File: src/rtl/glcd_pkg.sv
package glcd_pkg;

   typedef enum logic [2:0] {
      ACC_NONE   = 3'd0,
      ACC_INSTR  = 3'd1,
      ACC_WRITE  = 3'd2,
      ACC_STATUS = 3'd3,
      ACC_READ   = 3'd4
   } acc_e;

   typedef enum logic [2:0] {
      INS_NONE  = 3'd0,
      INS_DISP  = 3'd1,
      INS_COL   = 3'd2,
      INS_PAGE  = 3'd3,
      INS_START = 3'd4
   } ins_e;

   localparam int STAT_BUSY_BIT = 7;
   localparam int STAT_OFF_BIT  = 5;
   localparam int STAT_RST_BIT  = 4;

   function automatic logic [7:0] status_byte(input logic busy,
                                              input logic off,
                                              input logic in_rst);
      logic [7:0] s;
      s = 8'h00;
      s[STAT_BUSY_BIT] = busy;
      s[STAT_OFF_BIT]  = off;
      s[STAT_RST_BIT]  = in_rst;
      return s;
   endfunction

endpackage

File: src/rtl/glcd_strobe_sync.sv
module glcd_strobe_sync #(
   parameter int STAGES = 2
) (
   input  logic clk,
   input  logic rst_n,
   input  logic strobe_i,
   output logic level_o,
   output logic fall_o
);

   logic prev_q;

   generate
      if (STAGES < 0) begin : g_bad
         $error("glcd_strobe_sync: STAGES must not be negative");
      end
      if (STAGES == 0) begin : g_bypass
         assign level_o = strobe_i;
      end else begin : g_chain
         logic [STAGES-1:0] chain_q;
         always_ff @(posedge clk or negedge rst_n) begin
            if (!rst_n) begin
               chain_q <= '0;
            end else begin
               chain_q[0] <= strobe_i;
               for (int i = 1; i < STAGES; i++) begin
                  chain_q[i] <= chain_q[i-1];
               end
            end
         end
         assign level_o = chain_q[STAGES-1];
      end
   endgenerate

   always_ff @(posedge clk or negedge rst_n) begin
      if (!rst_n) prev_q <= 1'b0;
      else        prev_q <= level_o;
   end

   assign fall_o = prev_q & ~level_o;

endmodule

File: src/rtl/glcd_cmd_decode.sv
module glcd_cmd_decode
   import glcd_pkg::*;
#(
   parameter int DATA_W = 8,
   parameter int COL_W  = 6,
   parameter int PAGE_W = 3,
   parameter int LINE_W = 6
) (
   input  logic              sel,
   input  logic              rs,
   input  logic              rw,
   input  logic [DATA_W-1:0] din,
   output acc_e              acc,
   output ins_e              ins,
   output logic              d_on,
   output logic [COL_W-1:0]  col_arg,
   output logic [PAGE_W-1:0] page_arg,
   output logic [LINE_W-1:0] line_arg
);

   localparam int FIELD_W = DATA_W - 2;
   localparam int PAGE_MAX = 3;

   generate
      if (DATA_W != 8) begin : g_bad_data
         $error("glcd_cmd_decode: instruction codes need an 8-bit bus");
      end
      if (COL_W > FIELD_W || LINE_W > FIELD_W) begin : g_bad_field
         $error("glcd_cmd_decode: column or line wider than its field");
      end
      if (PAGE_W > PAGE_MAX || PAGE_W < 1) begin : g_bad_page
         $error("glcd_cmd_decode: page field must be 1 to 3 bits");
      end
   endgenerate

   always_comb begin
      acc = ACC_NONE;
      if (sel) begin
         case ({rs, rw})
            2'b00:   acc = ACC_INSTR;
            2'b10:   acc = ACC_WRITE;
            2'b01:   acc = ACC_STATUS;
            default: acc = ACC_READ;
         endcase
      end
   end

   always_comb begin
      ins = INS_NONE;
      case (din[7:6])
         2'b00: if (din[5:1] == 5'b11111) ins = INS_DISP;
         2'b01: ins = INS_COL;
         2'b10: if (din[5:3] == 3'b111)   ins = INS_PAGE;
         default: ins = INS_START;
      endcase
   end

   assign d_on     = din[0];
   assign col_arg  = din[COL_W-1:0];
   assign page_arg = din[PAGE_W-1:0];
   assign line_arg = din[LINE_W-1:0];

endmodule

File: src/rtl/glcd_ctrl_regs.sv
module glcd_ctrl_regs
   import glcd_pkg::*;
#(
   parameter int COL_W       = 6,
   parameter int PAGE_W      = 3,
   parameter int LINE_W      = 6,
   parameter int BUSY_CYCLES = 2
) (
   input  logic              clk,
   input  logic              rst_n,
   input  logic              fall,
   input  acc_e              acc,
   input  ins_e              ins,
   input  logic              d_on,
   input  logic [COL_W-1:0]  col_arg,
   input  logic [PAGE_W-1:0] page_arg,
   input  logic [LINE_W-1:0] line_arg,
   output logic [PAGE_W-1:0] page_q,
   output logic [COL_W-1:0]  col_q,
   output logic [LINE_W-1:0] line_q,
   output logic              disp_on_q,
   output logic              busy,
   output logic              ram_we,
   output logic              ram_re
);

   localparam int CNT_W = $clog2(BUSY_CYCLES + 1);

   generate
      if (BUSY_CYCLES < 1) begin : g_bad_busy
         $error("glcd_ctrl_regs: BUSY_CYCLES must be at least 1");
      end
   endgenerate

   logic [CNT_W-1:0] busy_cnt_q;
   logic             take_instr;
   logic             take_write;
   logic             take_read;

   assign busy       = (busy_cnt_q != '0);
   assign take_instr = fall && !busy && (acc == ACC_INSTR) && (ins != INS_NONE);
   assign take_write = fall && !busy && (acc == ACC_WRITE);
   assign take_read  = fall && !busy && (acc == ACC_READ);
   assign ram_we     = take_write;
   assign ram_re     = take_read;

   always_ff @(posedge clk or negedge rst_n) begin
      if (!rst_n) begin
         page_q    <= '0;
         col_q     <= '0;
         line_q    <= '0;
         disp_on_q <= 1'b0;
      end else begin
         if (take_write || take_read) begin
            col_q <= col_q + 1'b1;
         end
         if (take_instr) begin
            case (ins)
               INS_DISP:  disp_on_q <= d_on;
               INS_COL:   col_q     <= col_arg;
               INS_PAGE:  page_q    <= page_arg;
               INS_START: line_q    <= line_arg;
               default:   ;
            endcase
         end
      end
   end

   always_ff @(posedge clk or negedge rst_n) begin
      if (!rst_n) begin
         busy_cnt_q <= '0;
      end else if (take_instr || take_write) begin
         busy_cnt_q <= CNT_W'(BUSY_CYCLES);
      end else if (busy) begin
         busy_cnt_q <= busy_cnt_q - 1'b1;
      end
   end

endmodule

File: src/rtl/glcd_read_pipe.sv
module glcd_read_pipe
   import glcd_pkg::*;
#(
   parameter int DATA_W = 8
) (
   input  logic              clk,
   input  logic              rst_n,
   input  logic              ram_re,
   input  logic [DATA_W-1:0] ram_rdata,
   input  logic              sel,
   input  logic              rs,
   input  logic              rw,
   input  logic              en,
   input  logic              busy,
   input  logic              disp_on,
   output logic [DATA_W-1:0] db_out,
   output logic              db_oe
);

   logic              pend_q;
   logic [DATA_W-1:0] out_q;
   logic [7:0]        stat;

   always_ff @(posedge clk or negedge rst_n) begin
      if (!rst_n) begin
         pend_q <= 1'b0;
         out_q  <= '0;
      end else begin
         pend_q <= ram_re;
         if (pend_q) out_q <= ram_rdata;
      end
   end

   assign stat  = status_byte(busy, !disp_on, !rst_n);
   assign db_oe = sel && rw && en;

   always_comb begin
      db_out = '0;
      if (db_oe) db_out = rs ? out_q : DATA_W'(stat);
   end

endmodule

File: src/rtl/glcd_host_if.sv
module glcd_host_if
   import glcd_pkg::*;
#(
   parameter int DATA_W      = 8,
   parameter int COL_W       = 6,
   parameter int PAGE_W      = 3,
   parameter int LINE_W      = 6,
   parameter int SYNC_STAGES = 2,
   parameter int BUSY_CYCLES = 2,
   localparam int RAM_AW     = PAGE_W + COL_W
) (
   input  logic              clk,
   input  logic              rst_n,
   input  logic              cs1_n,
   input  logic              cs2_n,
   input  logic              cs3,
   input  logic              en,
   input  logic              rs,
   input  logic              rw,
   input  logic [DATA_W-1:0] db_in,
   output logic [DATA_W-1:0] db_out,
   output logic              db_oe,
   output logic [RAM_AW-1:0] ram_addr,
   output logic [DATA_W-1:0] ram_wdata,
   output logic              ram_we,
   output logic              ram_re,
   input  logic [DATA_W-1:0] ram_rdata,
   output logic              disp_on,
   output logic [LINE_W-1:0] start_line
);

   logic              sel;
   logic              en_level;
   logic              en_fall;
   acc_e              acc;
   ins_e              ins;
   logic              d_on;
   logic [COL_W-1:0]  col_arg;
   logic [PAGE_W-1:0] page_arg;
   logic [LINE_W-1:0] line_arg;
   logic [PAGE_W-1:0] page_q;
   logic [COL_W-1:0]  col_q;
   logic              busy_w;

   assign sel = !cs1_n && !cs2_n && cs3;

   glcd_strobe_sync #(.STAGES(SYNC_STAGES)) u_sync (
      .clk      (clk),
      .rst_n    (rst_n),
      .strobe_i (en),
      .level_o  (en_level),
      .fall_o   (en_fall)
   );

   glcd_cmd_decode #(
      .DATA_W (DATA_W), .COL_W (COL_W), .PAGE_W (PAGE_W), .LINE_W (LINE_W)
   ) u_dec (
      .sel      (sel),
      .rs       (rs),
      .rw       (rw),
      .din      (db_in),
      .acc      (acc),
      .ins      (ins),
      .d_on     (d_on),
      .col_arg  (col_arg),
      .page_arg (page_arg),
      .line_arg (line_arg)
   );

   glcd_ctrl_regs #(
      .COL_W (COL_W), .PAGE_W (PAGE_W), .LINE_W (LINE_W),
      .BUSY_CYCLES (BUSY_CYCLES)
   ) u_regs (
      .clk       (clk),
      .rst_n     (rst_n),
      .fall      (en_fall),
      .acc       (acc),
      .ins       (ins),
      .d_on      (d_on),
      .col_arg   (col_arg),
      .page_arg  (page_arg),
      .line_arg  (line_arg),
      .page_q    (page_q),
      .col_q     (col_q),
      .line_q    (start_line),
      .disp_on_q (disp_on),
      .busy      (busy_w),
      .ram_we    (ram_we),
      .ram_re    (ram_re)
   );

   glcd_read_pipe #(.DATA_W(DATA_W)) u_rd (
      .clk       (clk),
      .rst_n     (rst_n),
      .ram_re    (ram_re),
      .ram_rdata (ram_rdata),
      .sel       (sel),
      .rs        (rs),
      .rw        (rw),
      .en        (en),
      .busy      (busy_w),
      .disp_on   (disp_on),
      .db_out    (db_out),
      .db_oe     (db_oe)
   );

   assign ram_addr  = {page_q, col_q};
   assign ram_wdata = db_in;

   logic unused_level;
   assign unused_level = en_level;

endmodule

File: config.mk
export PLATFORM = sky130hd
export DESIGN_NAME = glcd_host_if
export DESIGN_NICKNAME = d
export VERILOG_FILES = /design/src/rtl/glcd_pkg.sv /design/src/rtl/glcd_strobe_sync.sv /design/src/rtl/glcd_cmd_decode.sv /design/src/rtl/glcd_ctrl_regs.sv /design/src/rtl/glcd_read_pipe.sv /design/src/rtl/glcd_host_if.sv
export SDC_FILE = /design/constraint.sdc
export NUM_CORES = 1
export LEC_CHECK = 0
export BUFFER_PORTS_ARGS = -buffer_cell sky130_fd_sc_hd__buf_2
export CAP_MARGIN = 20
export CELL_PAD_IN_SITES_DETAIL_PLACEMENT = 1
export CELL_PAD_IN_SITES_GLOBAL_PLACEMENT = 1
export CORE_AREA = 4 4 75 77
export CTS_BUF_LIST = sky130_fd_sc_hd__clkbuf_4 sky130_fd_sc_hd__clkbuf_8
export DETAILED_ROUTE_END_ITERATION = 8
export DIE_AREA = 0 0 79 81
export PLACE_DENSITY_LB_ADDON = 0.1
export SYNTH_ARGS = -nofsm -noshare
export SYNTH_HDL_FRONTEND = slang
export SYNTH_HIERARCHICAL = 1
export SYNTH_SLANG_ARGS = --single-unit
File: constraint.sdc
create_clock -name clk -period 1.76 [get_ports clk]
set_input_delay 0.088 -clock clk [delete_from_list [all_inputs] [get_ports clk]]
set_output_delay 0.088 -clock clk [all_outputs]
set_load 0.005 [all_outputs]
==> flow_summary_export.csv <==
group,metric,value,unit
power_and_ir_drop,switching_power,0.490,mW
power_and_ir_drop,vdd_drop_max,0.000319,V
sta,slew_headroom,72.5,%
yosys,synth_seq_cells,30,
global_routing,track_usage,12.9,%
drt,totalWireLength,3900,µm
min_path,hp-class,"in -> reg",
power_and_ir_drop,seq_power_share,45.0,%
cts,ctsHtreeMaxLevel,2,
sta,setup_ws,0.105,ns
yosys,ys_top_cells_by_area,"dfrtp_1, mux2_2, buf_4",
place,dpl.hpwl,3180,µm
yosys,synth_most_common_cell,"dfrtp_1",
place,gp_congestion,0.755,
yosys,syn_inst,157,
global_routing,grt_pass1_wl,6420,µm
cells_and_area,antenna_cells,0,
floorplanning,initial_core_util,34.2,%
setup_path,cp_slowest_stage_delay,0.38,ns
cts,clkSinkCount,30,
place,placement.io_buffers,58,
drt,route.met3.wl,231,µm
drt,drt_pass1_iterations,4,
global_routing,first_global_vias,1383,
setup_path,worst_setup_path_end_kind,"flop",
cells_and_area,area_delta_synth_final,23.9,%
yosys,synth.distinct_cells,34,
floorplanning,dieWidth,79,µm
setup_path,critPathSlowestCell,"dfrtp_1",
power_and_ir_drop,pwr-share-comb,21.2,%
drt,drtAntennaViolNets,0,
yosys,synth_seq_area_share,43.9,%
yosys,synth_edf_count,0,
setup_path,crit_arrival,1.81,ns
sta,grt_setup_unrepaired,"yes",
place,place_area,1980,µm²
sta,fin_skew,0.00696,ns
setup_path,crit_fanout,6,
cts,cts_buffer_depth,2,
yosys,synth_top_area_share,43.9,%
sta,hold_viol,0,
sta,period_share,94.1,%
drt,drt_iter0_drc,14,
sta,setup_viol,0,
cts,clock_latency,0.28,ns
drt,num_vias,1264,
setup_path,critPathRequiredTime,1.92,ns
sta,worst_slew_pin_slew,0.409,ns
global_routing,antenna_found_initial,0,
floorplanning,dieArea,6400,µm²
yosys,syn-cell-area,1710,µm²
place,dpl_worst_slack,0.000791,ns
drt,routed.top_layer,"met4",
setup_path,startpoint_type,"flop",
cells_and_area,final_nets,239,
floorplanning,io_pins,59,
run_status,status,"finished, final reports clean",
drt,dr_wl_met2,2000,µm
cts,cts_setup_buffers,0,
power_and_ir_drop,power_density,885,nW/µm²
yosys,synth.net_count,186,
floorplanning,rows,26,
global_routing,grt-ovfl-total,0,
power_and_ir_drop,intPower,1.39,mW
yosys,avgSynthCellArea,10.9,µm²
yosys,async_flop_share,100,%
sta,hold_slack,0.0500,ns
yosys,yosys_warnings,6,
sta,min_period,1.66,ns
sta,drv_slew,0,
power_and_ir_drop,power_leakage,1.12,nW
cts,cts_tree,"done",
cts,root_buffer,"clkbuf_8",
flow_run,maxCapViolCount,0,
global_routing,grt_max_degree,31,
yosys,synth_commonest_cells,"dfrtp_1, buf_4, mux2_2, a21oi_1, nor2_1",
cells_and_area,finish.instance_area,2120,µm²
power_and_ir_drop,swShare,26.1,%
sta,fmax,0.604,GHz
setup_path,critPathKind,"reg -> reg",
drt,drc_errors,0,
floorplanning,die_h,81,µm
drt,wire_per_inst,13.9,µm
cells_and_area,drive_gt1_share,51.7,%
floorplanning,core-area,5010,µm²
cts,cts-buffers-inserted,5,
yosys,yosysTopAreaCell,"dfrtp_1",
drt,via_per_inst,4.50,
cts,clk_pin_slew,0.06,ns
yosys,yosys_most_used_dff,"dfrtp_1",
power_and_ir_drop,clkPwrFrac,33.8,%
setup_path,cp_cell_sequence,"inv_1 > ha_1 > nand2_1 > nor3_2 > nand3_1 > buf_4 > mux2_2",
drt,m1WireLength,1630,µm
==> per-layer routing <==
metal	global-route usage [%]	up-vias
met4	5.15	0
li1	-	615
met1	14.2	603
met5	0	-
met3	2.77	4
met2	24.2	42
==> cell usage in the layout, fill, tap and decap left out, types with 2 or more instances in the layout <==
cell type	n
xnor2_1	7
nor3b_2	2
or2_1	2
dlygate4sd3_1	2
and2_1	4
clkbuf_8	8
and3_2	5
nand3_1	6
mux2i_1	2
a21oi_1	10
mux2_2	18
nand2_1	5
nor2_1	10
ha_1	5
buf_4	13
nor3_1	2
buf_2	58
inv_1	6
dfrtp_1	30
==> sequential cells by signal, indices dropped and copies added (netlist names) <==
signal and flops:
u_regs/col_q 6, u_sync/g_chain.chain_q 2, u_rd/out_q 8, u_regs/page_q 3, u_regs/disp_on_q 1, u_regs/line_q 6
u_rd/pend_q 1, u_regs/busy_cnt_q 2, u_sync/prev_q 1
==> final timing paths <==
kind / to / cells after the start / slack (ns) / startpoint
hold / removal: u_rd/out_q[4] / 2 / 0.05 / ram_rdata[4]
setup / recovery: u_regs/line_q[0] / 7 / 0.10 / u_regs/busy_cnt_q[0]
setup reg to reg: u_regs/line_q[0] / 7 / 0.10 / u_regs/busy_cnt_q[0]
min in group asynchronous: u_sync/g_chain.chain_q[0] / 3 / 0.37 / rst_n
max in group asynchronous: u_regs/line_q[1] / 3 / 1.10 / rst_n
hold reg to reg: u_sync/g_chain.chain_q[1] / 0 / 0.35 / u_sync/g_chain.chain_q[0]
==> stage by stage <==
| stage | setup TNS, ns | cells | util, % | power [mW] |
|---|---|---|---|---|
| final | 0 | 281 | 42.3 | 1.88 |
| after global routing | -0.00282 | 281 | 42.3 | 2.01 |
| after CTS | 0 | 281 | 42.1 | 1.93 |
| after detailed placement | 0 | 271 | 39.5 | 1.27 |
| after global placement | 0 | 271 | 39.5 | 1.24 |
| after floorplan | 0 | 157 | - | 1.11 |
==> cell type report <==
class / count / area, µm²
Inverter: 6 / 22.5
Timing Repair Buffer: 73 / 408
Clock buffer: 8 / 110
Tap cell: 70 / 87.6
Fill cell: 608 / 2890
Sequential cell: 30 / 751
Multi-Input combinational cell: 94 / 742
==> logic make-up after synthesis <==
| logic type | synth area share [%] |
|---|---|
| compound gates | 3.80 |
| mux | 13.9 |
| simple gates | 17.8 |
| fa+ha+maj | 3.65 |
| buf+inv | 13.4 |
| xor+xnor | 3.58 |
| flops | 43.9 |
==> what timing repair did <==
| item | 4_1_cts | 5_1_grt |
|---|---|---|
| hold endpoints to repair | 31 | 0 |
| resized for setup | 0 | 2 |
| setup endpoints to repair | 0 | 2 |
| hold buffers | 2 | 0 |
==> worst max-delay path: cells and delay by family (launching register included) <==
| kind | cells | cell delay, ns |
|---|---|---|
| buffers and inverters | 2 | 0.23 |
| muxes | 1 | 0.27 |
| DFF | 1 | 0.38 |
| adders and majority gates | 1 | 0.18 |
| and+or+nand+nor | 3 | 0.47 |
==> power groups by stage <==
stage | Clock, mW | Combinational (mW) | Sequential (mW)
final | 0.634 | 0.398 | 0.845
after detailed placement | 0 | 0.405 | 0.860
after floorplan | 0 | 0.259 | 0.847
after global placement | 0 | 0.389 | 0.852
after global routing | 0.700 | 0.454 | 0.858
after CTS | 0.676 | 0.412 | 0.847
Power figures use the tool's default switching activity.
